===== src/rtl/i2c_ee_pkg.sv =====
package i2c_ee_pkg;
  typedef enum logic [2:0] {
    PS_IDLE, PS_DEV, PS_WADDR, PS_WDATA, PS_RDATA, PS_RACK
  } proto_st_e;

  typedef enum logic [1:0] {
    WS_IDLE, WS_LOAD, WS_ARMED, WS_BUSY
  } wctl_st_e;

  localparam logic [7:0] CORRUPT_BYTE = 8'hFF;
endpackage


===== src/rtl/i2c_ee_sync.sv =====
module i2c_ee_sync #(
  parameter int STAGES = 2
) (
  input  logic clk_i,
  input  logic rst_ni,
  input  logic scl_i,
  input  logic sda_i,
  input  logic wp_i,
  output logic scl_o,
  output logic sda_o,
  output logic wp_o,
  output logic scl_rise_o,
  output logic scl_fall_o,
  output logic start_o,
  output logic stop_o
);
  logic [STAGES-1:0] scl_ff, sda_ff, wp_ff;
  logic              scl_d, sda_d;

  always_ff @(posedge clk_i or negedge rst_ni) begin
    if (!rst_ni) begin
      scl_ff <= '1;
      sda_ff <= '1;
      wp_ff  <= '0;
      scl_d  <= 1'b1;
      sda_d  <= 1'b1;
    end else begin
      scl_ff <= {scl_ff[STAGES-2:0], scl_i};
      sda_ff <= {sda_ff[STAGES-2:0], sda_i};
      wp_ff  <= {wp_ff[STAGES-2:0], wp_i};
      scl_d  <= scl_ff[STAGES-1];
      sda_d  <= sda_ff[STAGES-1];
    end
  end

  assign scl_o      = scl_ff[STAGES-1];
  assign sda_o      = sda_ff[STAGES-1];
  assign wp_o       = wp_ff[STAGES-1];
  assign scl_rise_o = ~scl_d & scl_o;
  assign scl_fall_o = scl_d & ~scl_o;
  // SDA edges while SCL stays high frame a transfer
  assign start_o    = scl_d & scl_o & sda_d & ~sda_o;
  assign stop_o     = scl_d & scl_o & ~sda_d & sda_o;
endmodule


===== src/rtl/i2c_ee_proto.sv =====
module i2c_ee_proto
  import i2c_ee_pkg::*;
#(
  parameter int         ADDR_W   = 8,
  parameter int         PAGE_W   = 3,
  parameter logic [6:0] DEV_ADDR = 7'h50
) (
  input  logic              clk_i,
  input  logic              rst_ni,
  input  logic              scl_rise_i,
  input  logic              scl_fall_i,
  input  logic              start_i,
  input  logic              stop_i,
  input  logic              sda_i,
  input  logic              wp_i,
  input  logic              busy_i,
  input  logic              cancel_i,
  input  logic [7:0]        rd_data_i,
  output logic              sda_oe_o,
  output logic              waddr_o,
  output logic              wbyte_o,
  output logic [7:0]        wbyte_data_o,
  output logic [PAGE_W-1:0] wbyte_off_o,
  output logic              wbyte_wp_o,
  output logic [ADDR_W-1:0] ptr_o
);
  proto_st_e         st_q, nxt_q;
  logic [3:0]        bit_q;
  logic [6:0]        sh_q;
  logic [7:0]        tx_q;
  logic              oe_q;
  logic [ADDR_W-1:0] ptr_q;
  logic [7:0]        byte_in;

  assign byte_in = {sh_q, sda_i};

  always_ff @(posedge clk_i or negedge rst_ni) begin
    if (!rst_ni) begin
      st_q         <= PS_IDLE;
      nxt_q        <= PS_IDLE;
      bit_q        <= '0;
      sh_q         <= '0;
      tx_q         <= '0;
      oe_q         <= 1'b0;
      ptr_q        <= '0;
      waddr_o      <= 1'b0;
      wbyte_o      <= 1'b0;
      wbyte_data_o <= '0;
      wbyte_off_o  <= '0;
      wbyte_wp_o   <= 1'b0;
    end else begin
      waddr_o <= 1'b0;
      wbyte_o <= 1'b0;
      if (start_i) begin
        st_q  <= PS_DEV;
        bit_q <= '0;
        oe_q  <= 1'b0;
      end else if (stop_i || cancel_i) begin
        st_q <= PS_IDLE;
        oe_q <= 1'b0;
      end else begin
        case (st_q)
          PS_DEV, PS_WADDR, PS_WDATA: begin
            if (scl_rise_i && bit_q < 4'd8) begin
              sh_q  <= byte_in[6:0];
              bit_q <= bit_q + 4'd1;
              if (bit_q == 4'd7) begin
                case (st_q)
                  PS_DEV: begin
                    if (byte_in[7:1] == DEV_ADDR && !busy_i) begin
                      nxt_q <= byte_in[0] ? PS_RDATA : PS_WADDR;
                      tx_q  <= rd_data_i;
                    end else begin
                      st_q <= PS_IDLE;
                    end
                  end
                  PS_WADDR: begin
                    ptr_q   <= byte_in[ADDR_W-1:0];
                    waddr_o <= 1'b1;
                    nxt_q   <= PS_WDATA;
                  end
                  default: begin
                    // D0 latch edge: capture write-protect with the byte
                    wbyte_o      <= 1'b1;
                    wbyte_data_o <= byte_in;
                    wbyte_off_o  <= ptr_q[PAGE_W-1:0];
                    wbyte_wp_o   <= wp_i;
                    ptr_q        <= {ptr_q[ADDR_W-1:PAGE_W], ptr_q[PAGE_W-1:0] + 1'b1};
                    nxt_q        <= PS_WDATA;
                  end
                endcase
              end
            end else if (scl_fall_i && bit_q == 4'd8) begin
              oe_q  <= 1'b1;
              bit_q <= 4'd9;
            end else if (scl_fall_i && bit_q == 4'd9) begin
              bit_q <= '0;
              st_q  <= nxt_q;
              oe_q  <= (nxt_q == PS_RDATA) ? ~tx_q[7] : 1'b0;
            end
          end
          PS_RDATA: begin
            if (scl_rise_i) begin
              bit_q <= bit_q + 4'd1;
            end else if (scl_fall_i) begin
              if (bit_q == 4'd8) begin
                oe_q  <= 1'b0;
                bit_q <= '0;
                st_q  <= PS_RACK;
                ptr_q <= ptr_q + 1'b1;
              end else begin
                tx_q <= {tx_q[6:0], 1'b0};
                oe_q <= ~tx_q[6];
              end
            end
          end
          PS_RACK: if (scl_rise_i) st_q <= PS_IDLE;
          default: ;
        endcase
      end
    end
  end

  assign sda_oe_o = oe_q;
  assign ptr_o    = ptr_q;

  AST_NO_ACK_WHILE_BUSY: assert property (@(posedge clk_i) disable iff (!rst_ni)
    (st_q == PS_DEV && oe_q) |-> !busy_i);
  AST_CANCEL_RELEASES: assert property (@(posedge clk_i) disable iff (!rst_ni)
    cancel_i |=> !oe_q);
  AST_PAGE_WRAP: assert property (@(posedge clk_i) disable iff (!rst_ni)
    wbyte_o |-> ptr_q[ADDR_W-1:PAGE_W] == $past(ptr_q[ADDR_W-1:PAGE_W]));
endmodule


===== src/rtl/i2c_ee_store.sv =====
module i2c_ee_store
  import i2c_ee_pkg::*;
#(
  parameter int DEPTH     = 256,
  parameter int PAGE      = 8,
  parameter int WR_CYCLES = 500000,
  localparam int AW  = $clog2(DEPTH),
  localparam int PW  = $clog2(PAGE),
  localparam int WCW = $clog2(WR_CYCLES + 1)
) (
  input  logic          clk_i,
  input  logic          rst_ni,
  input  logic          waddr_i,
  input  logic [AW-1:0] ptr_i,
  input  logic          wbyte_i,
  input  logic [7:0]    wbyte_data_i,
  input  logic [PW-1:0] wbyte_off_i,
  input  logic          wbyte_wp_i,
  input  logic          wp_i,
  input  logic          start_i,
  input  logic          stop_i,
  output logic          busy_o,
  output logic          cancel_o,
  output logic [7:0]    rd_data_o
);
  wctl_st_e         st_q;
  logic [7:0]       mem_q [DEPTH];
  logic [7:0]       buf_q [PAGE];
  logic [PAGE-1:0]  vld_q;
  logic [AW-PW-1:0] page_q;
  logic [WCW-1:0]   wcnt_q;
  logic             load_cancel, armed_cancel, busy_cancel, cyc_done;

  assign load_cancel  = (st_q == WS_LOAD) && wbyte_i && wbyte_wp_i;
  assign armed_cancel = (st_q == WS_ARMED) && wp_i;
  assign busy_cancel  = (st_q == WS_BUSY) && wp_i;
  assign cancel_o     = load_cancel | armed_cancel | busy_cancel;
  assign cyc_done     = (st_q == WS_BUSY) && (wcnt_q == WCW'(WR_CYCLES - 1));
  assign busy_o       = (st_q == WS_BUSY);
  assign rd_data_o    = mem_q[ptr_i];

  always_ff @(posedge clk_i or negedge rst_ni) begin
    if (!rst_ni) begin
      st_q   <= WS_IDLE;
      vld_q  <= '0;
      page_q <= '0;
      wcnt_q <= '0;
      for (int i = 0; i < PAGE; i++) buf_q[i] <= '0;
      for (int i = 0; i < DEPTH; i++) mem_q[i] <= '0;
    end else begin
      case (st_q)
        WS_IDLE: if (waddr_i) begin
          st_q   <= WS_LOAD;
          vld_q  <= '0;
          page_q <= ptr_i[AW-1:PW];
        end
        WS_LOAD: begin
          if (start_i || stop_i) begin
            st_q <= WS_IDLE;
          end else if (wbyte_i) begin
            if (wbyte_wp_i) begin
              st_q <= WS_IDLE;
            end else begin
              buf_q[wbyte_off_i] <= wbyte_data_i;
              vld_q[wbyte_off_i] <= 1'b1;
              st_q               <= WS_ARMED;
            end
          end
        end
        WS_ARMED: begin
          if (wp_i) begin
            st_q  <= WS_IDLE;
            vld_q <= '0;
          end else if (stop_i) begin
            st_q   <= WS_BUSY;
            wcnt_q <= '0;
          end else if (start_i) begin
            st_q <= WS_IDLE;
          end else if (wbyte_i) begin
            buf_q[wbyte_off_i] <= wbyte_data_i;
            vld_q[wbyte_off_i] <= 1'b1;
          end
        end
        default: begin
          if (busy_cancel || cyc_done) begin
            st_q <= WS_IDLE;
            for (int i = 0; i < PAGE; i++)
              if (vld_q[i]) mem_q[{page_q, PW'(i)}] <= busy_cancel ? CORRUPT_BYTE : buf_q[i];
          end else begin
            wcnt_q <= wcnt_q + 1'b1;
          end
        end
      endcase
    end
  end

  AST_LOAD_HOLDS: assert property (@(posedge clk_i) disable iff (!rst_ni)
    (st_q == WS_LOAD && !wbyte_i && !start_i && !stop_i) |=> st_q == WS_LOAD);
  AST_CANCEL_TO_IDLE: assert property (@(posedge clk_i) disable iff (!rst_ni)
    cancel_o |=> (st_q == WS_IDLE && !busy_o));
  AST_BUSY_END: assert property (@(posedge clk_i) disable iff (!rst_ni)
    $fell(busy_o) |-> ($past(wcnt_q) == WCW'(WR_CYCLES - 1) || $past(wp_i)));
endmodule


===== src/rtl/i2c_eeprom_wp.sv =====
module i2c_eeprom_wp #(
  parameter int         MEM_DEPTH   = 256,
  parameter int         PAGE_SIZE   = 8,
  parameter int         WR_CYCLES   = 500000,
  parameter logic [6:0] DEV_ADDR    = 7'h50,
  parameter int         SYNC_STAGES = 2
) (
  input  logic clk_i,
  input  logic rst_ni,
  input  logic scl_i,
  input  logic sda_i,
  output logic sda_oe_o,
  input  logic wp_i
);
  localparam int AW = $clog2(MEM_DEPTH);
  localparam int PW = $clog2(PAGE_SIZE);

  logic          scl_s, sda_s, wp_s, scl_rise, scl_fall, start_p, stop_p;
  logic          waddr, wbyte, wbyte_wp, busy, cancel;
  logic [7:0]    wbyte_data, rd_data;
  logic [PW-1:0] wbyte_off;
  logic [AW-1:0] ptr;

  i2c_ee_sync #(.STAGES(SYNC_STAGES)) u_sync (
    .clk_i, .rst_ni, .scl_i, .sda_i, .wp_i,
    .scl_o(scl_s), .sda_o(sda_s), .wp_o(wp_s),
    .scl_rise_o(scl_rise), .scl_fall_o(scl_fall),
    .start_o(start_p), .stop_o(stop_p)
  );

  i2c_ee_proto #(.ADDR_W(AW), .PAGE_W(PW), .DEV_ADDR(DEV_ADDR)) u_proto (
    .clk_i, .rst_ni,
    .scl_rise_i(scl_rise), .scl_fall_i(scl_fall),
    .start_i(start_p), .stop_i(stop_p),
    .sda_i(sda_s), .wp_i(wp_s),
    .busy_i(busy), .cancel_i(cancel), .rd_data_i(rd_data),
    .sda_oe_o, .waddr_o(waddr), .wbyte_o(wbyte),
    .wbyte_data_o(wbyte_data), .wbyte_off_o(wbyte_off),
    .wbyte_wp_o(wbyte_wp), .ptr_o(ptr)
  );

  i2c_ee_store #(.DEPTH(MEM_DEPTH), .PAGE(PAGE_SIZE), .WR_CYCLES(WR_CYCLES)) u_store (
    .clk_i, .rst_ni,
    .waddr_i(waddr), .ptr_i(ptr),
    .wbyte_i(wbyte), .wbyte_data_i(wbyte_data),
    .wbyte_off_i(wbyte_off), .wbyte_wp_i(wbyte_wp),
    .wp_i(wp_s), .start_i(start_p), .stop_i(stop_p),
    .busy_o(busy), .cancel_o(cancel), .rd_data_o(rd_data)
  );

  logic scl_unused;
  assign scl_unused = scl_s;
endmodule


===== config.mk =====
export PLATFORM = sky130hd
export DESIGN_NAME = i2c_eeprom_wp
export DESIGN_NICKNAME = d
export VERILOG_FILES = /design/src/rtl/i2c_ee_pkg.sv /design/src/rtl/i2c_ee_sync.sv /design/src/rtl/i2c_ee_proto.sv /design/src/rtl/i2c_ee_store.sv /design/src/rtl/i2c_eeprom_wp.sv
export SDC_FILE = /design/constraint.sdc
export NUM_CORES = 2
export LEC_CHECK = 0
export BUFFER_PORTS_ARGS = -buffer_cell sky130_fd_sc_hd__buf_4
export CELL_PAD_IN_SITES_DETAIL_PLACEMENT = 1
export CELL_PAD_IN_SITES_GLOBAL_PLACEMENT = 1
export CORE_UTILIZATION = 52
export DETAILED_ROUTE_END_ITERATION = 8
export PLACE_DENSITY_LB_ADDON = 0.1
export SETUP_SLACK_MARGIN = 0.05
export SYNTH_ARGS = -nofsm -noshare
export SYNTH_HDL_FRONTEND = slang
export SYNTH_HIERARCHICAL = 1
export SYNTH_SLANG_ARGS = --single-unit

===== constraint.sdc =====
create_clock -name clk_i -period 3.7 [get_ports clk_i]
set_input_delay 0.185 -clock clk_i [delete_from_list [all_inputs] [get_ports clk_i]]
set_output_delay 0.185 -clock clk_i [all_outputs]
set_load 0.1 [all_outputs]

==> run_results.csv <==
group,metric,value,unit
floorplanning,die_area,195100,sq um
logic_synthesis,synth-edff-count,0,
layout,area_growth,13.79,%
route,wl_per_cell,33.63,um
clocking,root_buffer,"clkbuf_16",
pwr,power,0.04897,W
sta,fin_crit_sh,0.9924,
placed_design,dp_worst_setup_slack,-0.3806,ns
clocking,clkTransAtPathRegs,0.07,ns
floorplanning,fp.dieW,441.7,um
grt,grt_pass1_wl,583100,um
sta,timing.final.crit_period,3.672,ns
run_status,status,"complete, no violations",
clocking,htree_levels,4,
sta,hold_violations,0,
placed_design,dp.cells,11330,
grt,grt_pass1_vias,83230,
layout,nets,9060,
placed_design,gp_congestion,1.015,
pwr,leakage,49.53,nW
sta,slew_viol_final,0,
sta,rsz0062_at_grt,"no",
sta,setup_viol,0,
worst_setup_path,cp.arrival,4.49,ns
sta,setup_tns,0,ns
logic_synthesis,ys_seq_area_frac,0.5482,
route,first_pass_iters,5,
placed_design,io_buffers,5,
sta,tightestPinTransition,1.217,ns
worst_setup_path,cp_max_fo,24,
logic_synthesis,async_reset_ff_frac,1.000,
logic_synthesis,yosysWarnings,6,
clocking,cts_tree,"done",
route,drt_iter0_markers,7537,
route,drc,0,
clocking,clk_latency,0.90,ns
route,wirelength,396000,um
min_path,min_path_type,"in -> reg",
layout,layoutNonFillerInstCount,11770,
logic_synthesis,syn_area,100500,sq um
route,vias_per_cell,6.649,
clocking,cts_buffer_depth,3,
route,vias,78290,
job,drv_cap,0,
floorplanning,die_y,441.7,um
logic_synthesis,avgSynthCellArea,11.12,sq um
pwr,p_per_area,428.1,nW/um^2
worst_setup_path,start_kind,"flop",
worst_setup_path,end_kind,"flop",
clocking,cts_buffers,231,
clocking,clock-sinks,2202,
sta,fmax,272.4,MHz
sta,fin_skew,0.03992,ns
placed_design,hpwl,257700,um
floorplanning,initial_core_util,0.5231,
floorplanning,rows,161,
logic_synthesis,synth_cells,9038,
route,ant_nets,0,
sta,slew_headroom,0.1887,
layout,drive_above_1_share,0.1980,
pwr,peakVddDrop,0.0003872,V
sta,worst_slack,0.02827,ns
worst_setup_path,crit_required,4.52,ns
logic_synthesis,synth.ff_latch_count,2202,
logic_synthesis,synthDistinctLibCells,84,
worst_setup_path,criticalPathCategory,"reg -> reg",
grt,antenna_found_initial,30,
floorplanning,core_region_area,192200,sq um
logic_synthesis,synth_nets,9053,
grt,grt_use_total,0.4112,
grt,grt_overflow_total,0,
grt,grt_max_degree,187,
floorplanning,top_level_ports,6,
logic_synthesis,ys.flop_type,"dfrtp_1",
## cell usage in the layout (no fill, tap or decap), drive strengths merged, types with 8 or more instances in the layout
master	instances
a211oi	14
a21oi	141
a22oi	184
a31oi	23
and2	31
and3	19
buf	560
bufinv	16
clkbuf	355
clkinv	47
dfrtp	2196
ha	10
inv	24
mux2	102
mux2i	104
mux4	449
nand2	2125
nand2b	19
nand3	15
nand4	267
nor2	141
nor2b	18
nor3	35
nor4	36
o21a	9
o21ai	2096
o221ai	32
o22ai	25
o2bb2ai	8
xnor2	11
## where the power goes
group          total [W]  switching (W)  internal [W]
logic           0.000690       0.000575      0.000115
registers         0.0241      0.0000398        0.0241
clock network     0.0241         0.0101        0.0140
## stage by stage
stage	hold WS, ns	area, sq um	util
after floorplan	-0.1106	100500	-
after global placement	0.1371	106400	0.5535
after detailed placement	0.1380	106400	0.5535
after CTS	0.06691	114400	0.5951
after global routing	0.07242	114400	0.5951
final	0.1059	114400	0.5952
## cells by family (layout without fill, tap and decap cells)
kind of cell / Yosys count / after routing / share of synthesized area
and+or+nand+nor: 2758 / 2758 / 0.1502
AOI/OAI and AO/OA: 2587 / 2587 / 0.1383
DFF: 2202 / 2202 / 0.5482
buffers and inverters: 809 / 1013 / 0.03785
muxes: 655 / 655 / 0.1226
xor gates and xnor gates: 17 / 17 / 0.001481
adders and majority gates: 10 / 10 / 0.001245
other: 0 / 6 / 0
## registers in the layout, summed over array words and instances (netlist names), 7 cells and up
name and count:
u_store/vld_q 8, u_store/wcnt_q 19, u_proto/sh_q 7, u_proto/wbyte_data_o 8, u_store/buf_q 64, u_store/mem_q 2048, u_proto/tx_q 8, u_proto/ptr_o 8
## path summary, 6_finish.rpt
kind                                              endpoint                         start  slack (ns)  cells past startpoint
setup reg to reg               u_proto/tx_q[6]$_DFFE_PN0P_  u_proto/ptr_o[4]$_DFFE_PN0P_        0.03                     10
setup / recovery               u_proto/tx_q[6]$_DFFE_PN0P_  u_proto/ptr_o[4]$_DFFE_PN0P_        0.03                     10
hold / removal                   u_sync/wp_ff[0]$_DFF_PN0_                          wp_i        0.11                      2
min in group asynchronous  u_store/mem_q[2041]$_DFFE_PN0P_                        rst_ni        0.18                      3
max in group asynchronous  u_store/mem_q[1683]$_DFFE_PN0P_                        rst_ni        2.40                      3
hold reg to reg                 u_sync/sda_ff[1]$_DFF_PN1_    u_sync/sda_ff[0]$_DFF_PN1_        0.36                      0
## synthesized netlist by cell type, drive strengths merged (6+ instances only)
cell | number | area share
dfrtp | 2196 | 0.55
nand2 | 2125 | 0.079
o21ai | 2096 | 0.10
mux4 | 449 | 0.10
buf | 423 | 0.023
clkbuf | 368 | 0.014
nand4 | 267 | 0.051
a22oi | 184 | 0.014
a21oi | 141 | 0.0071
nor2 | 141 | 0.0053
mux2i | 104 | 0.010
mux2 | 102 | 0.012
nor4 | 36 | 0.0025
nor3 | 35 | 0.0018
o221ai | 32 | 0.0028
and2 | 31 | 0.0019
o22ai | 25 | 0.0016
a31oi | 23 | 0.0014
and3 | 19 | 0.0012
nand2b | 19 | 0.0012
inv | 18 | 0.00067
nor2b | 18 | 0.0011
nand3 | 15 | 0.00075
a211oi | 14 | 0.0012
xnor2 | 11 | 0.00096
ha | 10 | 0.0012
o21a | 9 | 0.00067
o2bb2ai | 8 | 0.00070
nor3b | 7 | 0.00057
or2 | 7 | 0.00044
or3 | 7 | 0.00044
a22o | 6 | 0.00052
a2bb2oi | 6 | 0.00052
dfstp | 6 | 0.0016
nand3b | 6 | 0.00045
o21bai | 6 | 0.00045
xor2 | 6 | 0.00052
## final cells by class
| type | instances | area, sq um |
|---|---|---|
| clock buffer | 355 | 6963 |
| inverter | 18 | 67.56 |
| sequential | 2202 | 55150 |
| antenna | 6 | 15.01 |
| timing repair buffer | 565 | 5971 |
| fill | 19700 | 77790 |
| clock inverter | 75 | 865.8 |
| tap | 2526 | 3161 |
| multi-input combinational | 6027 | 42190 |
## timing repair
item	4_1_cts	5_1_grt
resized for setup	2	2
hold endpoints to repair	1425	0
buffers inserted	6	0
hold buffers	6	0
endpoints found under the setup margin	2	2
## routing by layer
metal / vias up / wire [um] / part of all wire / GRT usage
met1: 41140 / 149500 / 0.38 / 0.5242
met4: 22 / 33030 / 0.083 / 0.2866
li1: 32420 / - / - / -
met5: - / 149 / 0.00038 / 0
met3: 1223 / 34290 / 0.087 / 0.09276
met2: 3484 / 179000 / 0.45 / 0.6275
## worst max-delay path, stage by stage, from the launching register on
cell,delay (ns)
dfrtp_1,1.03
and2_2,0.81
a22oi_1,0.21
buf_4,0.22
a21oi_1,0.40
nor4_1,0.12
buf_4,0.16
nor4_1,0.31
nand2_1,0.08
nand2_1,0.08
mux2_4,0.13
Note: power is estimated with default switching activity, not from simulation.
